### src/rtl/xbus_pkg.sv
// Shared types for the multiplexed external bus controller.
// Assumes: control pin vector order is fixed by the CTL_* indices below.
package xbus_pkg;

    typedef enum logic [2:0] {
        XS_IDLE,
        XS_ADDR,
        XS_LATCH,
        XS_STRB,
        XS_FIN
    } xs_state_t;

    typedef enum logic [1:0] {
        HIT_NONE,
        HIT_INT,
        HIT_EXT
    } hit_t;

    localparam int CTL_W   = 3;
    localparam int CTL_ALE = 0;
    localparam int CTL_RD  = 1;
    localparam int CTL_WR  = 2;

endpackage

### src/rtl/xbus_intram.sv
// Internal data memory: combinational read, synchronous write.
// Assumes: the sequencer presents a stable address for the whole access.
module xbus_intram #(
    parameter int DW    = 8,
    parameter int DEPTH = 256,
    localparam int IW   = $clog2(DEPTH)
) (
    input  logic          clk,
    input  logic          we,
    input  logic [IW-1:0] addr,
    input  logic [DW-1:0] wdata,
    output logic [DW-1:0] rdata
);

    logic [DW-1:0] mem [DEPTH];

    // Store one byte when the sequencer commits an internal write.
    always_ff @(posedge clk) begin
        if (we) begin
            mem[addr] <= wdata;
        end
    end

    // Present the addressed byte without a clock delay.
    always_comb begin
        rdata = mem[addr];
    end

endmodule

### src/rtl/xbus_seq.sv
// Access sequencer: accepts a CPU request, classifies it as internal,
// external or no-hit, and steps address, latch, strobe and finish phases.
// Produces bus-side values before the pin override.
// Assumes: the CPU holds its request until the ready pulse and drops it then.
module xbus_seq
    import xbus_pkg::*;
#(
    parameter int AW      = 16,
    parameter int DW      = 8,
    parameter int WAIT_W  = 2,
    parameter int INT_TOP = 255,
    parameter int IW      = 8,
    localparam int HW     = AW - DW
) (
    input  logic              clk,
    input  logic              rst_n,
    input  logic              en,
    input  logic              req,
    input  logic              we,
    input  logic [AW-1:0]     addr,
    input  logic [DW-1:0]     wdata,
    input  logic [WAIT_W-1:0] wait_sel,
    input  logic [DW-1:0]     ad_in,
    input  logic [DW-1:0]     ram_rdata,
    output logic              ready,
    output logic [DW-1:0]     rdata,
    output logic              ram_we,
    output logic [IW-1:0]     ram_addr,
    output logic [DW-1:0]     ram_wdata,
    output logic [DW-1:0]     bus_ad,
    output logic              bus_ad_oe,
    output logic [HW-1:0]     bus_hi,
    output logic              bus_ale,
    output logic              bus_rd_n,
    output logic              bus_wr_n
);

    localparam logic [AW-1:0] TOP_A = AW'(INT_TOP);

    xs_state_t         st;
    hit_t              hit_q;
    logic [AW-1:0]     a_q;
    logic              we_q;
    logic [DW-1:0]     wd_q;
    logic [WAIT_W-1:0] cnt_q;
    logic [DW-1:0]     rdata_q;
    logic              ext_rd;
    logic              ext_wr;
    logic              last_strb;

    // Decide where an address lands given the current enable.
    function automatic hit_t classify(input logic [AW-1:0] a, input logic e);
        if (a <= TOP_A) begin
            return HIT_INT;
        end else if (e) begin
            return HIT_EXT;
        end
        return HIT_NONE;
    endfunction

    assign ext_rd    = (hit_q == HIT_EXT) && !we_q;
    assign ext_wr    = (hit_q == HIT_EXT) && we_q;
    assign last_strb = (st == XS_STRB) && (cnt_q == '0);

    // Step the phase sequence and capture request fields and read data.
    always_ff @(posedge clk) begin
        if (!rst_n) begin
            st      <= XS_IDLE;
            hit_q   <= HIT_NONE;
            a_q     <= '0;
            we_q    <= 1'b0;
            wd_q    <= '0;
            cnt_q   <= '0;
            rdata_q <= '0;
        end else begin
            case (st)
                XS_IDLE: begin
                    if (req) begin
                        st    <= XS_ADDR;
                        hit_q <= classify(addr, en);
                        a_q   <= addr;
                        we_q  <= we;
                        wd_q  <= wdata;
                        cnt_q <= wait_sel;
                    end
                end
                XS_ADDR:  st <= XS_LATCH;
                XS_LATCH: st <= XS_STRB;
                XS_STRB: begin
                    if (cnt_q == '0) begin
                        st <= XS_FIN;
                        case (hit_q)
                            HIT_EXT: rdata_q <= ad_in;
                            HIT_INT: rdata_q <= ram_rdata;
                            default: rdata_q <= '0;
                        endcase
                    end else begin
                        cnt_q <= cnt_q - WAIT_W'(1);
                    end
                end
                XS_FIN:   st <= XS_IDLE;
                default:  st <= XS_IDLE;
            endcase
        end
    end

    // Drive bus-side pin values from the current phase.
    always_comb begin
        bus_hi    = a_q[AW-1:DW];
        bus_ale   = (st == XS_ADDR);
        bus_rd_n  = !((st == XS_STRB) && ext_rd);
        bus_wr_n  = !((st == XS_STRB) && ext_wr);
        bus_ad    = a_q[DW-1:0];
        bus_ad_oe = 1'b1;
        case (st)
            XS_STRB: begin
                if (ext_rd) begin
                    bus_ad_oe = 1'b0;
                end else begin
                    bus_ad = we_q ? wd_q : ram_rdata;
                end
            end
            XS_FIN: begin
                if (ext_rd) begin
                    bus_ad_oe = 1'b0;
                end else if (we_q) begin
                    bus_ad = wd_q;
                end
            end
            default: ;
        endcase
    end

    // Expose CPU-side results and internal memory controls.
    always_comb begin
        ready     = (st == XS_FIN);
        rdata     = rdata_q;
        ram_we    = last_strb && (hit_q == HIT_INT) && we_q;
        ram_addr  = a_q[IW-1:0];
        ram_wdata = wd_q;
    end

    AST_ALE_SINGLE: assert property (@(posedge clk) disable iff (!rst_n)
        bus_ale |=> !bus_ale);
    AST_ALE_HOLD: assert property (@(posedge clk) disable iff (!rst_n)
        $fell(bus_ale) |-> (bus_ad_oe && bus_ad == $past(bus_ad)));
    AST_STROBE_EXCL: assert property (@(posedge clk) disable iff (!rst_n)
        !(!bus_rd_n && !bus_wr_n));
    AST_RD_RELEASE: assert property (@(posedge clk) disable iff (!rst_n)
        !bus_rd_n |-> !bus_ad_oe);
    AST_WR_HOLD: assert property (@(posedge clk) disable iff (!rst_n)
        $rose(bus_wr_n) |-> (bus_ad_oe && bus_ad == $past(bus_ad)));
    AST_INT_QUIET: assert property (@(posedge clk) disable iff (!rst_n)
        (hit_q != HIT_EXT) |-> (bus_rd_n && bus_wr_n));
    AST_READY_PULSE: assert property (@(posedge clk) disable iff (!rst_n)
        ready |=> !ready);
    AST_NO_RAM_WRITE_NOHIT: assert property (@(posedge clk) disable iff (!rst_n)
        (hit_q == HIT_NONE) |-> !ram_we);

endmodule

### src/rtl/xbus_padmux.sv
// Pin override: while the bus is enabled the sequencer owns values and
// directions of all bus pins; otherwise the general-purpose port settings pass.
// Assumes: enable acts on the pins combinationally (no registered handover).
module xbus_padmux
    import xbus_pkg::*;
#(
    parameter int DW = 8,
    parameter int HW = 8
) (
    input  logic             en,
    input  logic [DW-1:0]    bus_ad,
    input  logic             bus_ad_oe,
    input  logic [HW-1:0]    bus_hi,
    input  logic             bus_ale,
    input  logic             bus_rd_n,
    input  logic             bus_wr_n,
    input  logic [DW-1:0]    port_ad_o,
    input  logic [DW-1:0]    port_ad_dir,
    input  logic [HW-1:0]    port_hi_o,
    input  logic [HW-1:0]    port_hi_dir,
    input  logic [CTL_W-1:0] port_ctl_o,
    input  logic [CTL_W-1:0] port_ctl_dir,
    output logic [DW-1:0]    ad_o,
    output logic [DW-1:0]    ad_oe,
    output logic [HW-1:0]    hi_o,
    output logic [HW-1:0]    hi_oe,
    output logic [CTL_W-1:0] ctl_o,
    output logic [CTL_W-1:0] ctl_oe
);

    logic [CTL_W-1:0] bus_ctl;

    // Pack the control pins in their fixed bit order.
    always_comb begin
        bus_ctl          = '0;
        bus_ctl[CTL_ALE] = bus_ale;
        bus_ctl[CTL_RD]  = bus_rd_n;
        bus_ctl[CTL_WR]  = bus_wr_n;
    end

    // Select bus or port ownership for every pin group.
    always_comb begin
        if (en) begin
            ad_o   = bus_ad;
            ad_oe  = {DW{bus_ad_oe}};
            hi_o   = bus_hi;
            hi_oe  = '1;
            ctl_o  = bus_ctl;
            ctl_oe = '1;
        end else begin
            ad_o   = port_ad_o;
            ad_oe  = port_ad_dir;
            hi_o   = port_hi_o;
            hi_oe  = port_hi_dir;
            ctl_o  = port_ctl_o;
            ctl_oe = port_ctl_dir;
        end
    end

endmodule

### src/rtl/xbus_ctrl.sv
// Multiplexed external memory bus controller, top level.
// Joins the sequencer, the internal memory and the pin override.
// Assumes: INT_TOP+1 is a power of two sized internal memory; the external
// address latch is transparent while the address strobe is high.
module xbus_ctrl
    import xbus_pkg::*;
#(
    parameter int AW      = 16,
    parameter int DW      = 8,
    parameter int WAIT_W  = 2,
    parameter int INT_TOP = 255,
    localparam int HW     = AW - DW,
    localparam int DEPTH  = INT_TOP + 1,
    localparam int IW     = $clog2(DEPTH)
) (
    input  logic              clk,
    input  logic              rst_n,
    input  logic              xmem_en,
    input  logic              cpu_req,
    input  logic              cpu_we,
    input  logic [AW-1:0]     cpu_addr,
    input  logic [DW-1:0]     cpu_wdata,
    input  logic [WAIT_W-1:0] wait_sel,
    output logic              cpu_ready,
    output logic [DW-1:0]     cpu_rdata,
    output logic [DW-1:0]     ad_o,
    output logic [DW-1:0]     ad_oe,
    input  logic [DW-1:0]     ad_i,
    output logic [HW-1:0]     hi_o,
    output logic [HW-1:0]     hi_oe,
    output logic [CTL_W-1:0]  ctl_o,
    output logic [CTL_W-1:0]  ctl_oe,
    input  logic [DW-1:0]     port_ad_o,
    input  logic [DW-1:0]     port_ad_dir,
    input  logic [HW-1:0]     port_hi_o,
    input  logic [HW-1:0]     port_hi_dir,
    input  logic [CTL_W-1:0]  port_ctl_o,
    input  logic [CTL_W-1:0]  port_ctl_dir
);

    logic          ram_we;
    logic [IW-1:0] ram_addr;
    logic [DW-1:0] ram_wdata;
    logic [DW-1:0] ram_rdata;
    logic [DW-1:0] bus_ad;
    logic          bus_ad_oe;
    logic [HW-1:0] bus_hi;
    logic          bus_ale;
    logic          bus_rd_n;
    logic          bus_wr_n;

    xbus_seq #(
        .AW(AW), .DW(DW), .WAIT_W(WAIT_W), .INT_TOP(INT_TOP), .IW(IW)
    ) u_seq (
        .clk(clk), .rst_n(rst_n), .en(xmem_en),
        .req(cpu_req), .we(cpu_we), .addr(cpu_addr), .wdata(cpu_wdata),
        .wait_sel(wait_sel), .ad_in(ad_i), .ram_rdata(ram_rdata),
        .ready(cpu_ready), .rdata(cpu_rdata),
        .ram_we(ram_we), .ram_addr(ram_addr), .ram_wdata(ram_wdata),
        .bus_ad(bus_ad), .bus_ad_oe(bus_ad_oe), .bus_hi(bus_hi),
        .bus_ale(bus_ale), .bus_rd_n(bus_rd_n), .bus_wr_n(bus_wr_n)
    );

    xbus_intram #(
        .DW(DW), .DEPTH(DEPTH)
    ) u_ram (
        .clk(clk), .we(ram_we), .addr(ram_addr),
        .wdata(ram_wdata), .rdata(ram_rdata)
    );

    xbus_padmux #(
        .DW(DW), .HW(HW)
    ) u_pad (
        .en(xmem_en),
        .bus_ad(bus_ad), .bus_ad_oe(bus_ad_oe), .bus_hi(bus_hi),
        .bus_ale(bus_ale), .bus_rd_n(bus_rd_n), .bus_wr_n(bus_wr_n),
        .port_ad_o(port_ad_o), .port_ad_dir(port_ad_dir),
        .port_hi_o(port_hi_o), .port_hi_dir(port_hi_dir),
        .port_ctl_o(port_ctl_o), .port_ctl_dir(port_ctl_dir),
        .ad_o(ad_o), .ad_oe(ad_oe), .hi_o(hi_o), .hi_oe(hi_oe),
        .ctl_o(ctl_o), .ctl_oe(ctl_oe)
    );

    AST_PINS_STROBE_EXCL: assert property (@(posedge clk) disable iff (!rst_n)
        xmem_en |-> (ctl_o[CTL_RD] || ctl_o[CTL_WR]));

endmodule

### config.mk
export PLATFORM = sky130hd
export DESIGN_NAME = xbus_ctrl
export DESIGN_NICKNAME = d
export VERILOG_FILES = /design/src/rtl/xbus_pkg.sv /design/src/rtl/xbus_intram.sv /design/src/rtl/xbus_seq.sv /design/src/rtl/xbus_padmux.sv /design/src/rtl/xbus_ctrl.sv
export SDC_FILE = /design/constraint.sdc
export NUM_CORES = 2
export LEC_CHECK = 0
export ABC_AREA = 1
export BUFFER_PORTS_ARGS = -buffer_cell sky130_fd_sc_hd__buf_2
export CORE_MARGIN = 2
export CORE_UTILIZATION = 44
export DETAILED_ROUTE_END_ITERATION = 8
export SYNTH_ARGS = -nofsm -noshare
export SYNTH_HDL_FRONTEND = slang
export SYNTH_SLANG_ARGS = --single-unit
export TNS_END_PERCENT = 20
### constraint.sdc
create_clock -name clk -period 6.4 [get_ports clk]
set_clock_uncertainty 0.15 [all_clocks]
set_input_delay 0.32 -clock clk [delete_from_list [all_inputs] [get_ports clk]]
set_output_delay 0.32 -clock clk [all_outputs]
set_load 0.05 [all_outputs]
==> metrics.csv <==
metric;value;unit
Register Area;62500;µm²
synthesized area;85500;µm²
Unique masters post-synth;30;
Worst Max-Slew Pin Slew;1170;ps
Routed Wire Length;241;mm
Die Ht;445;µm
VDD IR-drop max;0.000262;V
post-CTS setup buffers;0;
# DRC;0;
status;finished clean;
Antenna Nets Post-Route;0;
Routability Congestion;0.855;
Synth-to-Final Area Change;11.7;%
pre-CTS setup slack;1970;ps
min-delay src;ad_i[5];
initial antenna violation count;6;
post-synth top area cell;edfxtp_1;
register bit count reported by yosys;2096;
Resize count post-CTS;0;
drt via density;5.69;
GR Util met3;4.32;%
global route hottest layer;met2;
CP Max Fanout;210;
Root Buffer;clkbuf_16;
syn nets;7383;
RSZ-0062 raised after global routing;no;
Worst Path Required;5930;ps
first-pass GRT wire length;356;mm
Avg Inst Size Synth;11.7;µm²
post-route setup TNS;0;ps
H-tree levels;4;
PortBufs;123;
pin count of the biggest net entering global routing;211;
Seq/Total Area, Yosys;73.1;%
Max Fclk;180;MHz
Worst-Skew Late Latency;850;ps
DP HPWL;129;mm
Nets;7399;
DR WL/cell;24.1;µm
via count;57000;
Setup crit end kind;primary output;
Setup Crit Path Kind;reg2out;
final setup violating endpoints;0;
GRT met2 Usage;37.2;%
final period utilization;86.8;%
CP Launch Type;flop;
final-report hold violation count;0;
Hold Crit Class;in2reg;
io pins;124;
number of max-cap violations;0;
slack of the critical path;845;ps
post-synth top area share;72.0;%
cts bufs inserted;209;
Chip Width;445;µm
footprint of the multi-input gates;20400;µm²
Slew HR;21.3;%
initial core utilization;44.3;%
vias in the first global route;53700;
Post-Synthesis Cells;7303;
Core ar.;193000;µm²
max-slew violations;0;
gr ovfl total;0;
Global Route met1 Usage;34.1;%
synth warn;0;
Worst EP arrival;5090;ps
DR iter-0 viols;7180;
TritonRoute pass-1 iters;5;
CTS tree;yes;
fraction of layout cells with a size suffix above 1;7.69;%
# fillers;16800;
clock-pin slew on the worst setup and hold paths;60;ps
die area;198000;µm²
P_leak;33.2;nW
Power per Cell Area;336;nW/µm²
CTS Sinks;2096;
main area contributors after synthesis;edfxtp_1 (72%), nand3_1 (12%), nand2_1 (9.5%), buf_2 (1.7%), nor2_1 (1.3%);
total track usage;23.9;%
CTS Buffer Depth;3;
row cnt;161;
Tmin final;5560;ps
## what timing repair did
action	CTS	global route
hold endpoints to repair	46	0
hold buffers	78	0
setup endpoints to repair	0	0
## layout make-up
class                   count  area share [%]
flip-flops and latches   2096            65.4
diodes                      2         0.00524
well taps                2526            3.31
inverters                  57           0.259
clock inverters           116            1.25
multi-input cells        4651            21.3
clock buffers             268            5.77
repair buffers            304            2.64
## report_power, final
| part | switching, mW | internal (mW) | leakage [nW] |
|---|---|---|---|
| logic | 3.24 | 1.03 | 10.8 |
| clock network | 5.28 | 6.86 | 3.28 |
| registers | 0.210 | 15.4 | 19.2 |
| total | 8.73 | 23.3 | 33.2 |
## cell families after synthesis
kind of cell	after synthesis	synth area share, %
compound gates	111	0.691
fa+ha+maj	3	0.0439
buf+inv	556	3.15
flops	2096	73.1
simple gates	4537	23.0
## Yosys cell counts
cell type	n
ha_1	3
buf_2	286
nand2_1	2163
o21ai_0	44
a211oi_1	9
nor2_1	287
nor3_1	4
a221oi_1	1
clkbuf_1	116
or2_2	11
nand2_2	16
nor2_2	1
edfxtp_1	2048
nand3b_1	1
nor4_1	2
buf_4	51
buf_6	6
clkinv_1	2
nand4_1	1
buf_1	39
dfxtp_1	48
inv_4	1
inv_1	52
nand3_1	2051
buf_8	1
o31ai_1	1
a31oi_1	2
a21oi_1	53
a41oi_1	1
inv_2	2
## cells in the final DEF (no fill, tap or decap), drive strengths merged
cell type	instances
nand2	2179
nand3	2051
edfxtp	2048
nor2	288
clkbuf	268
buf	226
clkinv	93
dlygate4sd3	78
inv	60
a21oi	53
dfxtp	48
o21ai	44
bufinv	19
or2	11
a211oi	9
nor3	4
ha	3
diode	2
a31oi	2
nor4	2
o31ai	1
nand4	1
a41oi	1
nand3b	1
a221oi	1
clkinvlp	1
## routing by layer
layer / vias to the layer above / share of wire [%]
li1: 25900 / -
met1: 28200 / 42
met2: 2488 / 47
met3: 353 / 8.3
met4: 0 / 2.9
met5: - / 0
## final timing paths
kind	endpoint	slack, ps	cells after the start
max	ad_o[4]	840	15
max reg2reg	u_seq.rdata[4]	1650	15
min reg2reg	u_seq.a_q[14]	310	2
min	u_seq.rdata[5]	240	6
## through the flow
step | util [%] | std cells | cell area [µm²] | hold slack (ps) | power [mW]
after floorplan | - | 7303 | 85500 | 275 | 18.5
after global placement | 45.7 | 9556 | 88000 | 294 | 20.1
after detailed placement | 45.7 | 9556 | 88000 | 299 | 20.1
after CTS | 49.5 | 10000 | 95500 | 194 | 32.1
after global routing | 49.5 | 10000 | 95500 | 258 | 33.0
final | 49.5 | 10000 | 95500 | 241 | 32.0
## state kept, by name (all words and copies together) (netlist names), named ones only
register,cells
u_seq.we_q,1
u_seq.ram_wdata,8
u_seq.hit_q,2
u_ram.mem,2048
u_seq.cnt_q,2
u_seq.a_q,16
u_seq.st,3
u_seq.rdata,8
## worst max-delay path: stages, from the launching register on
cell	delay, ps
dfxtp_4	540
inv_16	500
buf_4	420
nand2_1	100
nand3_1	100
nand3_1	110
nand3_1	150
nand3_1	100
nand3_1	200
nand3_1	280
nand3_1	390
nand3_1	140
nand2_1	90
nand2_1	50
a21oi_1	310
buf_2	330
(Power assumes the default switching activity.)
